<file path="config.mk">
export PLATFORM = sky130hd
export DESIGN_NAME = disp_timing_engine
export DESIGN_NICKNAME = d
export VERILOG_FILES = /design/src/rtl/dte_pkg.sv /design/src/rtl/dte_regs.sv /design/src/rtl/dte_counters.sv /design/src/rtl/dte_out.sv /design/src/rtl/disp_timing_engine.sv
export SDC_FILE = /design/constraint.sdc
export NUM_CORES = 2
export LEC_CHECK = 0
export BUFFER_PORTS_ARGS = -buffer_cell sky130_fd_sc_hd__buf_2
export CAP_MARGIN = 10
export CORE_ASPECT_RATIO = 1.4
export CORE_UTILIZATION = 45
export DETAILED_ROUTE_END_ITERATION = 8
export SLEW_MARGIN = 10
export SYNTH_ARGS = -nofsm -noshare
export SYNTH_HDL_FRONTEND = slang
export SYNTH_SLANG_ARGS = --single-unit
</file>
<file path="constraint.sdc">
create_clock -name clk_i -period 8.27 [get_ports clk_i]
set_input_delay 0.4135 -clock clk_i [delete_from_list [all_inputs] [get_ports clk_i]]
set_output_delay 0.4135 -clock clk_i [all_outputs]
set_load 0.005 [all_outputs]
</file>
<file path="src/rtl/dte_pkg.sv">
package dte_pkg;
  localparam int HW = 16;
  localparam int FW = 32;
  localparam int CFG_ACT_H = 29;
  localparam int CFG_ACT_V = 30;
  localparam int CFG_FETCH = 31;

  localparam int REG_RUN    = 0;
  localparam int REG_CFG    = 1;
  localparam int REG_HCTL   = 2;
  localparam int REG_VPER   = 3;
  localparam int REG_VSW    = 4;
  localparam int REG_SKEW   = 5;
  localparam int REG_DHCTL  = 6;
  localparam int REG_DVS    = 7;
  localparam int REG_DVE    = 8;
  localparam int REG_AHCTL  = 9;
  localparam int REG_AVS    = 10;
  localparam int REG_AVE    = 11;
  localparam int REG_POL    = 12;
  localparam int REG_BORDER = 13;
  localparam int REG_UFLOW  = 14;
  localparam int REG_FETCH  = 15;
  localparam int REG_CNTEN  = 16;
  localparam int REG_FCNT   = 17;
  localparam int REG_LCNT   = 18;
  localparam int NUM_RW     = 17;

  typedef struct packed {
    logic [HW-1:0] h_period;
    logic [HW-1:0] hs_width;
    logic [HW-1:0] dh_start;
    logic [HW-1:0] dh_end;
    logic [HW-1:0] ah_start;
    logic [HW-1:0] ah_end;
    logic [FW-1:0] v_period;
    logic [FW-1:0] vs_width;
    logic [FW-1:0] skew;
    logic [FW-1:0] dv_start;
    logic [FW-1:0] dv_end;
    logic [FW-1:0] av_start;
    logic [FW-1:0] av_end;
    logic [FW-1:0] fetch_start;
    logic          act_h_en;
    logic          act_v_en;
    logic          fetch_en;
    logic [2:0]    pol;
  } timing_t;
endpackage

</file>
<file path="src/rtl/dte_regs.sv">
module dte_regs
  import dte_pkg::*;
#(
  parameter int ADDR_W = 5,
  parameter int PIX_W  = 24
) (
  input  logic              clk_i,
  input  logic              rst_ni,
  input  logic              wr_en_i,
  input  logic [ADDR_W-1:0] wr_addr_i,
  input  logic [31:0]       wr_data_i,
  input  logic              rd_en_i,
  input  logic [ADDR_W-1:0] rd_addr_i,
  output logic [31:0]       rd_data_o,
  input  logic              frame_end_i,
  input  logic [FW-1:0]     frame_cnt_i,
  input  logic [FW-1:0]     line_cnt_i,
  output logic              run_o,
  output timing_t           tim_o,
  output logic [PIX_W-1:0]  border_o,
  output logic [PIX_W-1:0]  uflow_o,
  output logic [1:0]        cnt_en_o
);
  logic [31:0] rf_q [NUM_RW];
  timing_t stage;
  timing_t act_q;
  logic [31:0] rd_mux;

  for (genvar g = 0; g < NUM_RW; g++) begin : g_rf
    always_ff @(posedge clk_i or negedge rst_ni) begin
      if (!rst_ni) rf_q[g] <= '0;
      else if (wr_en_i && wr_addr_i == ADDR_W'(g)) rf_q[g] <= wr_data_i;
    end
  end

  always_comb begin
    stage.h_period    = rf_q[REG_HCTL][31:16];
    stage.hs_width    = rf_q[REG_HCTL][15:0];
    stage.dh_end      = rf_q[REG_DHCTL][31:16];
    stage.dh_start    = rf_q[REG_DHCTL][15:0];
    stage.ah_end      = rf_q[REG_AHCTL][31:16];
    stage.ah_start    = rf_q[REG_AHCTL][15:0];
    stage.v_period    = rf_q[REG_VPER];
    stage.vs_width    = rf_q[REG_VSW];
    stage.skew        = rf_q[REG_SKEW];
    stage.dv_start    = rf_q[REG_DVS];
    stage.dv_end      = rf_q[REG_DVE];
    stage.av_start    = rf_q[REG_AVS];
    stage.av_end      = rf_q[REG_AVE];
    stage.fetch_start = rf_q[REG_FETCH];
    stage.act_h_en    = rf_q[REG_CFG][CFG_ACT_H];
    stage.act_v_en    = rf_q[REG_CFG][CFG_ACT_V];
    stage.fetch_en    = rf_q[REG_CFG][CFG_FETCH];
    stage.pol         = rf_q[REG_POL][2:0];
  end

  assign run_o    = rf_q[REG_RUN][0];
  assign border_o = rf_q[REG_BORDER][PIX_W-1:0];
  assign uflow_o  = rf_q[REG_UFLOW][PIX_W-1:0];
  assign cnt_en_o = rf_q[REG_CNTEN][1:0];
  assign tim_o    = act_q;

  // working copy follows staging only while stopped or on the last frame pixel
  always_ff @(posedge clk_i or negedge rst_ni) begin
    if (!rst_ni) act_q <= '0;
    else if (!run_o || frame_end_i) act_q <= stage;
  end

  always_comb begin
    rd_mux = '0;
    for (int i = 0; i < NUM_RW; i++)
      if (rd_addr_i == ADDR_W'(i)) rd_mux = rf_q[i];
    if (rd_addr_i == ADDR_W'(REG_FCNT)) rd_mux = run_o ? frame_cnt_i : '0;
    if (rd_addr_i == ADDR_W'(REG_LCNT)) rd_mux = run_o ? line_cnt_i : '0;
  end

  always_ff @(posedge clk_i or negedge rst_ni) begin
    if (!rst_ni) rd_data_o <= '0;
    else if (rd_en_i) rd_data_o <= rd_mux;
  end

  AST_SHADOW_HOLD: assert property (@(posedge clk_i) disable iff (!rst_ni)
    (run_o && !frame_end_i) |=> $stable(act_q));
endmodule

</file>
<file path="src/rtl/dte_counters.sv">
module dte_counters
  import dte_pkg::*;
(
  input  logic          clk_i,
  input  logic          rst_ni,
  input  logic          run_i,
  input  timing_t       tim_i,
  input  logic [1:0]    cnt_en_i,
  output logic [HW-1:0] hcnt_o,
  output logic [FW-1:0] fpc_o,
  output logic          frame_end_o,
  output logic [FW-1:0] frame_cnt_o,
  output logic [FW-1:0] line_cnt_o
);
  logic [HW-1:0] hcnt_q;
  logic [FW-1:0] fpc_q, fcnt_q, lcnt_q;
  logic          line_end;

  assign frame_end_o = run_i && (fpc_q == tim_i.v_period - 1'b1);
  assign line_end    = run_i && (hcnt_q == tim_i.h_period - 1'b1);

  always_ff @(posedge clk_i or negedge rst_ni) begin
    if (!rst_ni) begin
      hcnt_q <= '0;
      fpc_q  <= '0;
    end else if (!run_i || frame_end_o) begin
      hcnt_q <= '0;
      fpc_q  <= '0;
    end else begin
      fpc_q  <= fpc_q + 1'b1;
      hcnt_q <= line_end ? '0 : hcnt_q + 1'b1;
    end
  end

  always_ff @(posedge clk_i or negedge rst_ni) begin
    if (!rst_ni) begin
      fcnt_q <= '0;
      lcnt_q <= '0;
    end else if (!run_i) begin
      fcnt_q <= '0;
      lcnt_q <= '0;
    end else begin
      if (frame_end_o && cnt_en_i[0]) fcnt_q <= fcnt_q + 1'b1;
      if (frame_end_o) lcnt_q <= '0;
      else if (line_end && cnt_en_i[1]) lcnt_q <= lcnt_q + 1'b1;
    end
  end

  assign hcnt_o      = hcnt_q;
  assign fpc_o       = fpc_q;
  assign frame_cnt_o = fcnt_q;
  assign line_cnt_o  = lcnt_q;

  AST_HCNT_IN_LINE: assert property (@(posedge clk_i) disable iff (!rst_ni)
    (run_i && tim_i.h_period != '0) |-> (hcnt_q < tim_i.h_period));
  AST_IDLE_CLEAR: assert property (@(posedge clk_i) disable iff (!rst_ni)
    !run_i |=> (hcnt_q == '0 && fpc_q == '0));
  AST_LINE_CLEAR: assert property (@(posedge clk_i) disable iff (!rst_ni)
    frame_end_o |=> (lcnt_q == '0));
  AST_FRAME_HOLD: assert property (@(posedge clk_i) disable iff (!rst_ni)
    (run_i && !frame_end_o) |=> $stable(fcnt_q));
endmodule

</file>
<file path="src/rtl/dte_out.sv">
module dte_out
  import dte_pkg::*;
#(
  parameter int PIX_W = 24
) (
  input  logic             clk_i,
  input  logic             rst_ni,
  input  logic             run_i,
  input  timing_t          tim_i,
  input  logic [HW-1:0]    hcnt_i,
  input  logic [FW-1:0]    fpc_i,
  input  logic [PIX_W-1:0] pix_i,
  input  logic             pix_valid_i,
  input  logic [PIX_W-1:0] border_i,
  input  logic [PIX_W-1:0] uflow_i,
  output logic             hsync_o,
  output logic             vsync_o,
  output logic             de_o,
  output logic             fetch_o,
  output logic [PIX_W-1:0] pix_o
);
  logic hs_c, vs_c, de_c, in_act_c, fetch_c;
  logic [PIX_W-1:0] pix_c;
  logic hs_q, vs_q, de_q, fetch_q;
  logic [2:0] pol_q;
  logic [PIX_W-1:0] pix_q;

  always_comb begin
    hs_c     = hcnt_i < tim_i.hs_width;
    vs_c     = (fpc_i >= tim_i.skew) && (fpc_i < tim_i.skew + tim_i.vs_width);
    de_c     = (hcnt_i >= tim_i.dh_start) && (hcnt_i <= tim_i.dh_end) &&
               (fpc_i >= tim_i.dv_start) && (fpc_i <= tim_i.dv_end);
    in_act_c = (!tim_i.act_h_en || (hcnt_i >= tim_i.ah_start && hcnt_i <= tim_i.ah_end)) &&
               (!tim_i.act_v_en || (fpc_i >= tim_i.av_start && fpc_i <= tim_i.av_end));
    fetch_c  = tim_i.fetch_en && (fpc_i == tim_i.fetch_start);
    if (!de_c)            pix_c = '0;
    else if (!in_act_c)   pix_c = border_i;
    else if (!pix_valid_i) pix_c = uflow_i;
    else                  pix_c = pix_i;
  end

  always_ff @(posedge clk_i or negedge rst_ni) begin
    if (!rst_ni) begin
      hs_q <= 1'b0; vs_q <= 1'b0; de_q <= 1'b0; fetch_q <= 1'b0;
      pix_q <= '0;  pol_q <= '0;
    end else begin
      pol_q <= tim_i.pol;
      if (!run_i) begin
        hs_q <= 1'b0; vs_q <= 1'b0; de_q <= 1'b0; fetch_q <= 1'b0;
        pix_q <= '0;
      end else begin
        hs_q <= hs_c; vs_q <= vs_c; de_q <= de_c; fetch_q <= fetch_c;
        pix_q <= pix_c;
      end
    end
  end

  assign hsync_o = hs_q ^ pol_q[0];
  assign vsync_o = vs_q ^ pol_q[1];
  assign de_o    = de_q ^ pol_q[2];
  assign fetch_o = fetch_q;
  assign pix_o   = pix_q;

  AST_BLANK_ZERO: assert property (@(posedge clk_i) disable iff (!rst_ni)
    !de_q |-> (pix_q == '0));
  AST_FETCH_SINGLE: assert property (@(posedge clk_i) disable iff (!rst_ni)
    (fetch_q && tim_i.v_period > 1) |=> !fetch_q);
  AST_IDLE_QUIET: assert property (@(posedge clk_i) disable iff (!rst_ni)
    !run_i |=> (!de_q && !fetch_q && !hs_q && !vs_q));
endmodule

</file>
<file path="src/rtl/disp_timing_engine.sv">
module disp_timing_engine
  import dte_pkg::*;
#(
  parameter int ADDR_W = 5,
  parameter int PIX_W  = 24
) (
  input  logic              clk_i,
  input  logic              rst_ni,
  input  logic              wr_en_i,
  input  logic [ADDR_W-1:0] wr_addr_i,
  input  logic [31:0]       wr_data_i,
  input  logic              rd_en_i,
  input  logic [ADDR_W-1:0] rd_addr_i,
  output logic [31:0]       rd_data_o,
  input  logic [PIX_W-1:0]  pix_i,
  input  logic              pix_valid_i,
  output logic              hsync_o,
  output logic              vsync_o,
  output logic              de_o,
  output logic              fetch_o,
  output logic [PIX_W-1:0]  pix_o
);
  timing_t          tim;
  logic             run, frame_end;
  logic [1:0]       cnt_en;
  logic [PIX_W-1:0] border, uflow;
  logic [HW-1:0]    hcnt;
  logic [FW-1:0]    fpc, frame_cnt, line_cnt;

  dte_regs #(.ADDR_W(ADDR_W), .PIX_W(PIX_W)) u_regs (
    .clk_i, .rst_ni, .wr_en_i, .wr_addr_i, .wr_data_i, .rd_en_i, .rd_addr_i,
    .rd_data_o,
    .frame_end_i(frame_end), .frame_cnt_i(frame_cnt), .line_cnt_i(line_cnt),
    .run_o(run), .tim_o(tim), .border_o(border), .uflow_o(uflow),
    .cnt_en_o(cnt_en)
  );

  dte_counters u_cnt (
    .clk_i, .rst_ni, .run_i(run), .tim_i(tim), .cnt_en_i(cnt_en),
    .hcnt_o(hcnt), .fpc_o(fpc), .frame_end_o(frame_end),
    .frame_cnt_o(frame_cnt), .line_cnt_o(line_cnt)
  );

  dte_out #(.PIX_W(PIX_W)) u_out (
    .clk_i, .rst_ni, .run_i(run), .tim_i(tim), .hcnt_i(hcnt), .fpc_i(fpc),
    .pix_i, .pix_valid_i, .border_i(border), .uflow_i(uflow),
    .hsync_o, .vsync_o, .de_o, .fetch_o, .pix_o
  );
endmodule

</file>
== Word level (Yosys, flattened, before mapping) ==
Cells that the tools add are included.

* Register bits: 1077
* Latch bits: 0
* Input port bits: 71
* ROM bits: 0
* Bits in writable memories: 0
* Memories kept: 0
* Logic and storage cells: 180
* Output and inout bits: 60

* $add $sub $neg: 7
* Eq/ne operators: 39
* Multiply operators: 0
* Bitwise gates (word level): 3
* Divide/modulo/power cells: 0
* Shift operators: 0
* Multiplexer cells: 37
* Order comparisons: 11
* Reduce and logical (&&, ||, !) cells: 37

{| class="wikitable"
|+ Operator list
! operator !! number
|-
| $mux 32 || 27
|-
| $add 32x1->32 const B || 3
|-
| $ge 32x32->1 || 3
|-
| $mux 24 || 4
|-
| $eq 5x4->1 const B || 16
|-
| $eq 32x32->1 || 2
|-
| $le 32x32->1 || 2
|-
| $eq 5x3->1 const B || 8
|-
| $add 32x32->32 || 1
|-
| $ge 16x16->1 || 2
|-
| $le 16x16->1 || 2
|-
| $lt 32x32->1 || 1
|-
| $mux 16 || 2
|-
| $sub 32x1->32 const B || 1
|-
| $logic_and 1x1->1 || 29
|-
| $eq 5x2->1 const B || 4
|-
| $eq 5x5->1 const B || 4
|-
| $add 16x1->16 const B || 1
|-
| $eq 16x16->1 || 1
|-
| $lt 16x16->1 || 1
|-
| $sub 16x1->16 const B || 1
|-
| $eq 5x1->1 const B || 2
|-
| $logic_not 5->1 || 2
|-
| $mux 1 || 4
|-
| 5 further kinds || 11
|}

== Depth between registers and ports, before layout ==
* Depth in word-level cells: 20
* Depth in mapped cells: 21

== Modules after synthesis ==
Synthesis repeated with hierarchy kept, for this count alone.

* Cells, all modules: 5250
* Area, all modules: 58646.2 sq um

{| class="wikitable"
|+ By module, submodules not included
! module !! times used !! area each (sq um) !! cells an instance !! sequential area each (sq um)
|-
| dte_regs || 1 || 40881.7 || 3052 || 23372.4
|-
| dte_out || 1 || 9917.0 || 1272 || 775.7
|-
| dte_counters || 1 || 7847.5 || 926 || 2802.7
|}

== Worst setup path before layout ==
No wires, ideal clock.

* Kind: reg2reg
* Start point: register u_regs.act_q, in the netlist u_regs.tim_o[166]
* End point: register u_out.vs_q
* Required time: 8.176 ns
* Arrival: 3.685 ns
* Stages on the path, launching flop included: 22
* Setup slack: 4.491 ns
* Clock period less this slack: 3.779 ns
* Path through: dfrtp_1 ha_1 inv_1 fa_1 nor2b_1 o31a_1 o221a_2 a221o_1 a21oi_1 inv_1 a21oi_1 xor2_1 ha_1 a21o_1 a21o_1 a21o_1 a21o_1 a21oi_1 o21a_1 nand2_1 o211a_1 a211oi_1

* Longest elaborated chain between the ends: 4
* Elaborated cells on any way between the ends: 5
* Classes of those cells: add/sub (1); order compare (2); mux (1); reduce/logical (1)

{| class="wikitable"
|+ RTL lines
! item !! RTL line !! RTL
|-
| from (decl) || dte_regs.sv:26 || <nowiki>timing_t act_q;</nowiki>
|-
| from (signal assigned) || dte_regs.sv:66 || <nowiki>else if (!run_o || frame_end_i) act_q <= stage;</nowiki>
|-
| $add 32x32->32 || dte_out.sv:30 || <nowiki>vs_c = (fpc_i >= tim_i.skew) && (fpc_i < tim_i.skew + tim_i.vs_width);</nowiki>
|-
| $lt 32x32->1 || dte_out.sv:30 ||
|-
| $logic_and 1x1->1 * || dte_out.sv:30 ||
|-
| $mux 1 * || dte_out.sv:48 || <nowiki>if (!run_i) begin</nowiki>
|-
| to (signal assigned) || dte_out.sv:44 || <nowiki>hs_q <= 1'b0; vs_q <= 1'b0; de_q <= 1'b0; fetch_q <= 1'b0;</nowiki>
|-
| to (signal assigned) || dte_out.sv:49 || <nowiki>hs_q <= 1'b0; vs_q <= 1'b0; de_q <= 1'b0; fetch_q <= 1'b0;</nowiki>
|-
| to (signal assigned) || dte_out.sv:52 || <nowiki>hs_q <= hs_c; vs_q <= vs_c; de_q <= de_c; fetch_q <= fetch_c;</nowiki>
|-
| to (decl) || dte_out.sv:24 || <nowiki>logic hs_q, vs_q, de_q, fetch_q;</nowiki>
|}

Mark *: on every way between the ends. The rest lies on a longest branch, timed or not.
A chain may end at the register's enable or synchronous reset.

== Worst setup path after layout ==
* Start point: register u_regs.act_q, in the netlist u_regs.tim_o[236]
* End point: register u_regs.act_q, in the netlist u_regs.tim_o[166]

* Longest elaborated chain between the ends: 4

{| class="wikitable"
|+ RTL lines
! item !! RTL line !! RTL
|-
| $sub 32x1->32 || dte_counters.sv:19 || <nowiki>assign frame_end_o = run_i && (fpc_q == tim_i.v_period - 1'b1);</nowiki>
|-
| $eq 32x32->1 || dte_counters.sv:19 ||
|-
| $logic_and 1x1->1 || dte_counters.sv:19 ||
|-
| $logic_or 1x1->1 || dte_regs.sv:66 ||
|}

Every way passes these cells.

==> reports/qor.csv <==
stage;metric;value;unit
outcome;status;finished, final reports clean;
clock_tree;tritoncts;done;
grt;grt-busiest-layer;met2;
placement;hpwl;136000;µm
floorplanning;rows;152;
critical_path;crit_path_end_kind;register;
grt;grt.overflow.total;0;
clock_tree;path_clk_slew;0.07;ns
logic_synthesis;synthesis.nets;5478;
logic_synthesis;yosysSeqAreaShare;48.6;%
sta;fmax;194;MHz
routing;vias_per_cell;6.07;
critical_path;cp-start-kind;register;
clock_tree;cts.sinks;1077;
routing;vias;41700;
critical_path;worst-path-max-fanout;129;
clock_tree;clockBufferDepth;3;
floorplanning;core;122000;µm²
critical_path;cp_slowest_cell;a41o_4;
grt;first_global_vias;42100;
sta;rsz0062_at_grt;false;
sta;worst_slew_pin_slew;1.32;ns
clock_tree;cts_setup_buffers;0;
layout;drive_gt1_share;21.3;%
critical_path;max_stage_delay;0.78;ns
grt;grt_pass1_wl;281000;µm
sta;fin_tns_setup;0;ns
floorplanning;dieWidth;299;µm
layout;final_nets;5531;
critical_path;critPathBufInv;1;
routing;drt-initial-drc-count;3930;
routing;drtAntennaViolNets;0;
logic_synthesis;syn_area_per_cell;10.9;µm²
layout;synthToLayoutAreaGrowth;11.4;%
clock_tree;cts_resized;0;
sta;hold_viol;0;
power;p_per_area;264;nW/µm²
clock_tree;h-tree-depth;3;
floorplanning;ios;131;
critical_path;path_cells;nor4_2 > nand4_1 > o31ai_1 > o2111ai_1 > or4_1 > a2111oi_0 > a41o_4 > buf_12 > mux2_2;
sta;fin_crit_sh;62.2;%
floorplanning;dieArea;125000;µm²
logic_synthesis;postSynthCellCount;5099;
power;p_leak;28.6;nW
placement;gp_congestion;0.972;
power;ir_drop;0.196;mV
grt;grt_antenna_before_repair;9;
logic_synthesis;async_flop_share;100;%
logic_synthesis;yosys_most_used_dff;dfrtp_1;
sta;finalSetupViolations;0;
power;p_total;16.3;mW
logic_synthesis;yosys.cell_types.count;82;
placement;io_buffer_count;130;
routing;wl_per_cell;27.9;µm
floorplanning;fp.dieH;417;µm
floorplanning;initial_core_util;45.3;%
sta;relSlewSlack;11.8;%
grt;grt_util_all_layers;30.7;%
clock_tree;cts-root-buf;clkbuf_16;
critical_path;cp.arrival;5.73;ns
clock_tree;clock_latency;0.72;ns
sta;hold_slack;0.145;ns
logic_synthesis;synth_edf_count;0;
grt;grt_max_degree;175;
job;cap_violations;0;
critical_path;cp_top_family;compound AO/OA/AOI/OAI gates;
routing;drc;0;
clock_tree;hold_buffers;1;
logic_synthesis;ys_ff_latch;1077;
sta;min_period;5.15;ns
critical_path;cp.required;8.86;ns
grt;use_met3;3.79;%
logic_synthesis;synth_area;55500;µm²
routing;drtPass1Iterations;8;
critical_path;crit_type;register to register;
sta;skew;0.0315;ns
worst_hold_path;min_path_type;input port to register;
grt;grt.met2_usage;51.9;%
sta;maxSlewViolCount;0;
logic_synthesis;yosysWarnings;0;
clock_tree;numCtsBuffers;104;
grt;met1_usage;36.0;%
layout;fillCellCount;11200;
routing;routed_wl;191000;µm
[registers in the layout, summed over array words and instances (netlist names)]
| name | count |
|---|---|
| u_regs.cnt_en_o | 2 |
| u_out.hs_q | 1 |
| u_regs.tim_o | 358 |
| u_out.fetch_o | 1 |
| u_regs.uflow_o | 24 |
| u_cnt.fpc_o | 32 |
| u_cnt.hcnt_o | 16 |
| u_out.vs_q | 1 |
| u_regs.rd_data_o | 32 |
| u_regs.border_o | 24 |
| u_out.de_q | 1 |
| u_cnt.line_cnt_o | 32 |
| u_out.pol_q | 3 |
| u_cnt.frame_cnt_o | 32 |
| u_out.pix_o | 24 |
| u_regs.run_o | 1 |
| u_regs.rf_q | 493 |
[cells in the final DEF, fill, tap and decap left out, types with 58 or more instances in the layout]
cell,count
ha_1,307
mux2_2,631
nand2_1,397
xnor2_1,95
a22oi_1,122
a21o_1,80
nor3_1,61
mux2_1,58
xor2_1,90
o21ai_0,134
buf_2,129
inv_1,286
a21oi_1,167
dfrtp_1,1076
nand3_1,84
nand4_1,135
clkbuf_16,108
nor2_1,246
buf_4,105
o21ai_1,202
[final timing paths]
check | startpoint | to | slack (ns) | depth (start not counted)
min | pix_i[1] | u_out.pix_o[1] | 0.14 | 4
min reg2reg | u_regs.tim_o[0] | u_out.pol_q[0] | 0.38 | 0
max | u_regs.tim_o[236] | u_regs.tim_o[166] | 3.12 | 9
max in group asynchronous | rst_ni | u_regs.rf_q[346] | 5.66 | 4
max reg2reg | u_regs.tim_o[236] | u_regs.tim_o[166] | 3.12 | 9
min in group asynchronous | rst_ni | u_regs.tim_o[166] | 0.43 | 2
[synth_stat cells, drive strengths merged (10+ instances only)]
library cell	number	share of area, %
o21a	19	0.26
xnor2	96	1.5
mux2	689	14
inv	286	1.9
a21o	80	1.1
or3	21	0.24
nand4	135	1.5
a222oi	50	0.90
a41oi	16	0.25
and3	26	0.29
o311ai	18	0.28
o21ai	337	3.0
a211oi	18	0.24
nor2b	36	0.41
xor2	90	1.4
nand2b	42	0.47
buf	119	1.2
ha	307	6.9
a21oi	167	1.5
o22a	12	0.19
a31oi	43	0.49
or4	10	0.14
nand2	399	2.7
dfrtp	1077	49
a22oi	122	1.7
nor3	64	0.59
and2	10	0.11
o41ai	19	0.30
nor4	40	0.47
clkbuf	180	1.2
mux2i	48	0.87
a2111oi	13	0.21
nand3	84	0.76
nor2	263	1.8
o211ai	12	0.16
o22ai	21	0.24
[power by group]
group	internal [mW]	switching [mW]	total, mW
combinational	1.62	2.20	3.82
clock	3.15	2.18	5.33
sequential	6.30	0.837	7.14
[kinds of logic (layout without fill, tap and decap cells)]
kind of cell | count (synthesis) | count (layout) | synth area share (%)
DFF | 1077 | 1077 | 48.6
adders and majority gates | 308 | 308 | 6.96
xor gates and xnor gates | 186 | 186 | 2.94
AOI/OAI and AO/OA | 1030 | 1030 | 12.1
buffers and inverters | 588 | 726 | 4.32
other | 0 | 5 | 0
and+or+nand+nor | 1171 | 1171 | 10.1
muxes | 739 | 739 | 14.9
[per-layer routing]
metal / vias to the layer above / share of wire, %
li1: 18500 / -
met1: 21300 / 38
met2: 1354 / 49
met3: 446 / 4.9
met4: 0 / 8.2
met5: - / 0
[cell type report]
| class | count | area, µm² | area share (%) |
|---|---|---|---|
| Sequential cell | 1077 | 27000 | 43.6 |
| Multi-Input combinational cell | 3434 | 26300 | 42.5 |
| Clock buffer | 135 | 2990 | 4.84 |
| Tap cell | 1617 | 2020 | 3.27 |
| Timing Repair Buffer | 246 | 1650 | 2.67 |
| Inverter | 289 | 1080 | 1.76 |
| Clock inverter | 56 | 801 | 1.30 |
| Antenna cell | 5 | 12.5 | 0.0202 |
[through the flow]
stage                     instances  util [%]  setup WS (ns)  instance area (µm²)
after detailed placement       6661      47.3           3.26                58000
after CTS                      6853      50.4           3.24                61800
final                          6859      50.5           3.12                61800
after floorplan                5099         -           4.49                55500
after global routing           6855      50.5           2.92                61800
after global placement         6661      47.3           3.31                58000
[worst reg2reg max path, cell delays in order, from the launching register on]
cell and delay [ns]:
dfrtp_1 0.46, nor4_2 0.68, nand4_1 0.44, o31ai_1 0.39
o2111ai_1 0.15, or4_1 0.49, a2111oi_0 0.56, a41o_4 0.78
buf_12 0.49, mux2_2 0.59
Note: power is estimated with default switching activity, not from simulation.
